<file path="config.mk">
export PLATFORM = sky130hd
export DESIGN_NAME = spd_clk_conv
export DESIGN_NICKNAME = d
export VERILOG_FILES = /design/src/rtl/spd_clk_conv.sv
export SDC_FILE = /design/constraint.sdc
export NUM_CORES = 1
export LEC_CHECK = 0
export BUFFER_PORTS_ARGS = -buffer_cell sky130_fd_sc_hd__buf_4
export CAP_MARGIN = 20
export CORE_MARGIN = 2
export CORE_UTILIZATION = 45
export DETAILED_ROUTE_END_ITERATION = 7
export PLACE_DENSITY = 0.68
export SLEW_MARGIN = 20
export SYNTH_ARGS = -nofsm -noshare
export SYNTH_HDL_FRONTEND = slang
export SYNTH_SLANG_ARGS = --single-unit
</file>
<file path="constraint.sdc">
create_clock -name clk -period 4 [get_ports clk]
set_input_delay 0.6 -clock clk [delete_from_list [all_inputs] [get_ports clk]]
set_output_delay 0.6 -clock clk [all_outputs]
set_load 0.03 [all_outputs]
</file>
<file path="src/rtl/spd_clk_conv.sv">
module spd_clk_conv #(
  parameter int PERIOD_W = 16,
  parameter int PS_W     = 20
) (
  input  logic                clk,
  input  logic                rst_n,
  input  logic                start,
  input  logic                is_ddr2,
  input  logic [2:0]          kind,
  input  logic [7:0]          raw,
  input  logic [3:0]          ext,
  input  logic [PERIOD_W-1:0] period_ps,
  output logic                busy,
  output logic                done,
  output logic                err,
  output logic [PS_W-1:0]     ps_out,
  output logic [PS_W-1:0]     clk_count
);
  localparam int REM_W  = PERIOD_W + 1;
  localparam int STEP_W = $clog2(PS_W);

  function automatic logic [9:0] tenth_ps(input logic [3:0] n);
    case (n)
      4'd10:   return 10'd250;
      4'd11:   return 10'd330;
      4'd12:   return 10'd660;
      4'd13:   return 10'd750;
      4'd14,
      4'd15:   return 10'd0;
      default: return 10'(n) * 10'd100;
    endcase
  endfunction

  function automatic logic [9:0] frac_ps(input logic [2:0] s);
    case (s)
      3'd1:    return 10'd250;
      3'd2:    return 10'd330;
      3'd3:    return 10'd500;
      3'd4:    return 10'd660;
      3'd5:    return 10'd750;
      default: return 10'd0;
    endcase
  endfunction

  logic [PS_W-1:0] ps_in;

  always_comb begin
    case (kind)
      3'd0: ps_in = PS_W'(raw[7:4]) * PS_W'(1000) + PS_W'(tenth_ps(raw[3:0]));
      3'd1: ps_in = PS_W'(raw) * PS_W'(250);
      3'd2: ps_in = PS_W'(raw) * PS_W'(1000);
      3'd3: ps_in = is_ddr2 ? PS_W'({ext[0], raw}) * PS_W'(1000) + PS_W'(frac_ps(ext[3:1]))
                            : PS_W'(raw) * PS_W'(1000);
      default: ps_in = '0;
    endcase
  end

  logic [PERIOD_W-1:0] div_q;
  logic [PERIOD_W-1:0] rem_q;
  logic [PS_W-1:0]     dq_q;
  logic [STEP_W-1:0]   step_q;

  logic [REM_W-1:0] trial, rem_nx;
  logic             fits;
  logic [PS_W-1:0]  dq_nx;

  assign trial  = {rem_q, dq_q[PS_W-1]};
  assign fits   = trial >= {1'b0, div_q};
  assign rem_nx = fits ? trial - {1'b0, div_q} : trial;
  assign dq_nx  = {dq_q[PS_W-2:0], fits};

  always_ff @(posedge clk or negedge rst_n) begin
    if (!rst_n) begin
      busy      <= 1'b0;
      done      <= 1'b0;
      err       <= 1'b0;
      ps_out    <= '0;
      clk_count <= '0;
      div_q     <= '0;
      rem_q     <= '0;
      dq_q      <= '0;
      step_q    <= '0;
    end else begin
      done <= 1'b0;
      if (!busy) begin
        if (start) begin
          ps_out <= ps_in;
          if (period_ps == '0) begin
            done      <= 1'b1;
            err       <= 1'b1;
            clk_count <= '0;
          end else begin
            err    <= 1'b0;
            busy   <= 1'b1;
            div_q  <= period_ps;
            rem_q  <= '0;
            dq_q   <= ps_in;
            step_q <= '0;
          end
        end
      end else begin
        rem_q  <= rem_nx[PERIOD_W-1:0];
        dq_q   <= dq_nx;
        step_q <= step_q + 1'b1;
        if (step_q == STEP_W'(PS_W - 1)) begin
          busy      <= 1'b0;
          done      <= 1'b1;
          clk_count <= dq_nx + PS_W'(rem_nx != '0);
        end
      end
    end
  end
endmodule

</file>
After elaboration in Yosys (flattened, before gate mapping)
Index checks and enable logic that the tools add are counted.
{ "op_classes": {"add_sub_neg": 5, "multipliers": 5, "order_cmp": 1, "eq_ne": 17, "muxes": 28, "n_bitwise": 2, "reduce_logical": 10} }
{ "op_table": {"columns": ["op", "count"], "rows": [
  ["$mux W20", 8],
  ["$pmux W10 S5", 2],
  ["$pmux W20 S4", 1],
  ["$mux W16", 3],
  ["$mul A8 B7 Y15 const B", 2],
  ["$eq A4 B4 Y1 const B", 6],
  ["$add A19 B10 Y20", 1],
  ["$add A20 B1 Y20", 1],
  ["$mux W10", 2],
  ["$ge A17 B16 Y1", 1],
  ["$mux W17", 1],
  ["$reduce_bool A17 Y1", 1],
  ["$sub A17 B16 Y17", 1],
  ["$logic_not A16 Y1", 1],
  ["$mul A9 B7 Y16 const B", 1],
  ["$add A14 B10 Y15", 1],
  ["$mux W5", 3],
  ["$eq A3 B2 Y1 const B", 4],
  ["$mul A4 B7 Y11 const B", 1],
  ["$mul A4 B5 Y8 const B", 1],
  ["$mux W1", 8],
  ["$eq A3 B1 Y1 const B", 2],
  ["$eq A3 B3 Y1 const B", 2],
  ["$reduce_and A3 Y1", 2],
  ["other kinds (9)", 12]
]} }
{ "totals": {"ff_bits": 100, "inputBits": 35, "word_cells": 77} }

Depth between registers and ports, before layout
{ "logic_depth": {"ltp_word": 9, "ltp_mapped": 21, "depth_no_buf": 21} }

Least setup slack after synthesis
OpenSTA, ideal clock, no wires.
{ "synth_path": {"path_kind": "input -> register", "startpoint": "input raw[2]", "endpoint": "register ps_out[19]", "setup_time_ns": 0.092, "arrival_time_ns": 4.880, "required_time_ns": 3.908, "path_slack_ns": -0.972, "cell_stages": 17, "path_buffers": 0, "path_cell_list": "fa_1 inv_1 fa_1 inv_1 fa_1 inv_1 fa_1 inv_1 ha_1 a2111o_1 o21a_1 a31o_1 a21o_1 a21oi_2 xnor2_1 or3_1 o31ai_2"} }
{ "synth_between": {"elab_chain_len": 4} }
{ "synth_lines": {"columns": ["item", "line_no", "source"], "rows": [
  ["start, declared", "10", "input logic [7:0] raw,"],
  ["$mul A9 B7 Y16", "52", "3'd3: ps_in = is_ddr2 ? PS_W'({ext[0], raw}) * PS_W'(1000) + PS_W'(frac_ps(ext[3:1]))"],
  ["$add A19 B10 Y20", "52", null],
  ["$mux W20", "52", null],
  ["$pmux W20 S4", "48", "case (kind)"],
  ["end signal, assigned", "87", "ps_out <= ps_in;"],
  ["end, declared", "16", "output logic [PS_W-1:0] ps_out,"]
]} }
No other way between the ends.
A chain may end at the register's enable or synchronous reset.

Final worst setup path
Same ends and word-level chain as after synthesis.

==> impl_metrics.json <==
{
  "worst_slack_ps": -620,
  "vias": 8822,
  "antenna_found_initial": 0,
  "power.internal_uw": 6650,
  "layout_common_cells": "242 x buf_4, 126 x nand2_1, 99 x dfrtp_1, 91 x ha_1, 86 x inv_1",
  "min_period_ps": 4620,
  "die_area_sq_um": 22000,
  "ys_warn_count": 0,
  "critPathMaxFanout": 6,
  "grt_setup_unrepaired": "yes",
  "crit_path_start": "raw[2]",
  "clock_sinks": 99,
  "slew_headroom_pct": 48.1,
  "area_delta_synth_final_pct": 37.7,
  "cts_max_level": 3,
  "hold_viol": 0,
  "hold_buffers": 0,
  "yosys_register_bits": 99,
  "outcome": "complete, but fails checks",
  "tightest_slew_ps": 773,
  "drt_pre_antenna_iters": 5,
  "grt.overflow.total": 0,
  "path_class": "in -> reg",
  "synth_nets": 1272,
  "synth_area_leaders": "dfrtp_1 26%, ha_1 15%, fa_1 7.7%",
  "syn_inst": 1088,
  "cts_tree": "yes",
  "nets": 1512,
  "syn-cell-area_sq_um": 9390,
  "grt_max_degree": 51,
  "finalWirelength_um": 27300,
  "io_pins": 78,
  "max_freq_mhz": 216,
  "cp_data_arrival_time_ps": 4890,
  "ys.flop_type": "dfrtp_1",
  "routabilityCongestion": 0.931,
  "grt_pass1_vias": 8956,
  "max-cap-violations": 0,
  "whs_ps": 271,
  "start_kind": "input port",
  "die_x_um": 148,
  "seq_area_sq_um": 2480,
  "post_drt_wl_per_cell_um": 17.0,
  "syn_area_per_cell_sq_um": 8.63,
  "worstPathRequired_ps": 4270,
  "synth_area_leader_cell": "dfrtp_1",
  "setup_viol": 32,
  "grt_usage_pct": 25.1,
  "swShare_pct": 46.8,
  "fill_cells": 1676,
  "skew_ps": 11.4,
  "p_seq_share_pct": 15.4,
  "root_buffer": "clkbuf_16",
  "r2r_end": "clk_count[8]$_DFFE_PN0P_",
  "reg2reg_from": "dq_q[19]$_DFFE_PN0P_",
  "min_path_type": "in -> async",
  "powerDensity_nw_per_um2": 966,
  "path_clk_slew_ps": 80,
  "die_h_um": 148,
  "num_rows": 52,
  "net-switching-power_uw": 5840,
  "grt_first_pass_wirelength_um": 44900,
  "vdd_drop_max_uv": 399,
  "viasPerCell": 5.50,
  "ff2ff_path_depth": 20,
  "async_flop_share_pct": 100,
  "p_leak_uw": 0.00603,
  "synth_cell_types": 71,
  "violations": "negative setup slack",
  "yosysSeqAreaShare_pct": 26.4,
  "clkPwrFrac_pct": 7.5,
  "synth_top_area_share_pct": 26.4,
  "mostFrequentLayoutCell": "buf_4",
  "drt_iter0_drc": 577,
  "multi_input_area_sq_um": 7310,
  "dp.cells": 1568,
  "layout-drive-gt1-share_pct": 32.7,
  "place_area_sq_um": 11600,
  "finalNonFillerCells": 1603,
  "hpwlAfterDp_um": 21000,
  "cp-endpoint": "ps_out[19]$_DFFE_PN0P_",
  "initial_core_util_pct": 46.1,
  "fp.coreArea_sq_um": 20400,
  "comb_power_share_pct": 77.0,
  "synth_edf_count": 0,
  "port_buffers": 76,
  "worst_setup_path_end_kind": "flip-flop",
  "finalCritPeriodShare_pct": 115,
  "slew_violations": 0,
  "cts_buffers": 9,
  "worst_skew_pair.late_latency_ps": 360,
  "final_util_pct": 63.5,
  "stdcell_area_sq_um": 12900,
  "cts_max_path_buffers": 2,
  "drtAntennaViolNets": 0,
  "r2r_slack_ps": -50,
  "antenna_cells": 0,
  "drcViolationCount": 0
}
## cells in the mapped netlist, types with 5 or more instances
| library cell | number |
|---|---|
| nand2_1 | 130 |
| ha_1 | 113 |
| inv_1 | 101 |
| dfrtp_1 | 99 |
| o21ai_0 | 99 |
| a21oi_1 | 57 |
| nor2_1 | 55 |
| xnor2_1 | 45 |
| fa_1 | 36 |
| nand3_1 | 32 |
| xor2_1 | 32 |
| clkbuf_1 | 30 |
| a21o_1 | 17 |
| nor3_1 | 16 |
| nand4_1 | 13 |
| mux2i_1 | 12 |
| o21a_1 | 12 |
| and2_1 | 10 |
| and3_1 | 10 |
| a211oi_1 | 9 |
| a22o_1 | 9 |
| nand2b_1 | 8 |
| nor2b_1 | 8 |
| nor4_1 | 8 |
| o221ai_1 | 8 |
| a221oi_1 | 7 |
| a31oi_1 | 7 |
| o211ai_1 | 7 |
| o21ai_1 | 7 |
| o31ai_1 | 7 |
| or3_1 | 7 |
| a31o_2 | 6 |
| o22ai_1 | 6 |
| o31a_1 | 6 |
| a22oi_1 | 5 |
## sequential cells by signal, indices dropped and copies added (netlist names)
| signal | flops |
|---|---|
| clk_count | 20 |
| dq_q | 20 |
| ps_out | 19 |
| div_q | 16 |
| rem_q | 16 |
| step_q | 5 |
| busy | 1 |
| done | 1 |
| err | 1 |
## cell type report
| type | count | area share, % |
|---|---|---|
| tap | 270 | 2.61 |
| timing repair buffer | 264 | 16.2 |
| sequential | 99 | 19.2 |
| clock buffer | 10 | 1.85 |
| inverter | 101 | 3.05 |
| clock inverter | 6 | 0.629 |
| multi-input combinational | 853 | 56.5 |
## worst min path at each step
stage                                        start                        end  slack, ps  cells after the start
after floorplan                              rst_n             busy$_DFF_PN0_        300                      0
after global placement    clk_count[4]$_DFFE_PN0P_   clk_count[4]$_DFFE_PN0P_        470                      2
after detailed placement  clk_count[3]$_DFFE_PN0P_   clk_count[3]$_DFFE_PN0P_        470                      2
after CTS                                    rst_n  clk_count[10]$_DFFE_PN0P_        310                      1
after global routing                         rst_n  clk_count[10]$_DFFE_PN0P_        320                      1
final                                        rst_n      rem_q[10]$_DFFE_PN0P_        270                      1
## worst max-delay path, stage by stage
cell and delay (ps):
buf_8 110, fa_1 530, inv_1 50, fa_1 490, inv_1 50, fa_1 540, inv_2 50, fa_1 490
inv_2 50, ha_4 240, o21a_1 180, o21ai_0 200, a31oi_2 90, a221oi_2 300, xnor2_1 190, nand2_1 130
or3_4 430, o31ai_2 170
## logic make-up after synthesis
group / count (synthesis) / share of synthesized area [%]
mux: 14 / 1.52
other cells: 1 / 0.0399
compound gates: 303 / 21.1
fa+ha+maj: 149 / 22.7
flops: 99 / 26.4
xor+xnor: 77 / 7.18
buf+inv: 136 / 5.52
simple gates: 309 / 15.5
## power by group through the flow
stage               clock network [uW]  registers (uW)  logic [uW]
floorplan                            0            2130        4900
global placement                     0            1890        7900
detailed placement                   0            1900        8050
CTS                                943            1900        8910
global route                       980            1990       10400
finish                             940            1930        9620
## what timing repair did
action | CTS | global route
pin swaps | 53 | 37
setup buffers | 13 | 8
resized for setup | 97 | 82
setup endpoints to repair | 42 | 44
## routing by layer
metal | routed length [um] | up-vias | GRT usage, %
met2 | 13600 | 195 | 43.7
met5 | 0 | - | 0
li1 | - | 4319 | -
met3 | 876 | 35 | 1.84
met4 | 486 | 0 | 6.76
met1 | 12300 | 4273 | 33.7
## metrics by stage
step | power, uW | setup WS, ps | TNS, ps
after floorplan | 7030 | -661 | -9220
after global placement | 9790 | -970 | -22790
after detailed placement | 9950 | -1060 | -25660
after CTS | 11700 | -580 | -9990
after global routing | 13400 | -777 | -16410
final | 12500 | -620 | -10720
No activity file was read; power rests on OpenSTA's default activity.
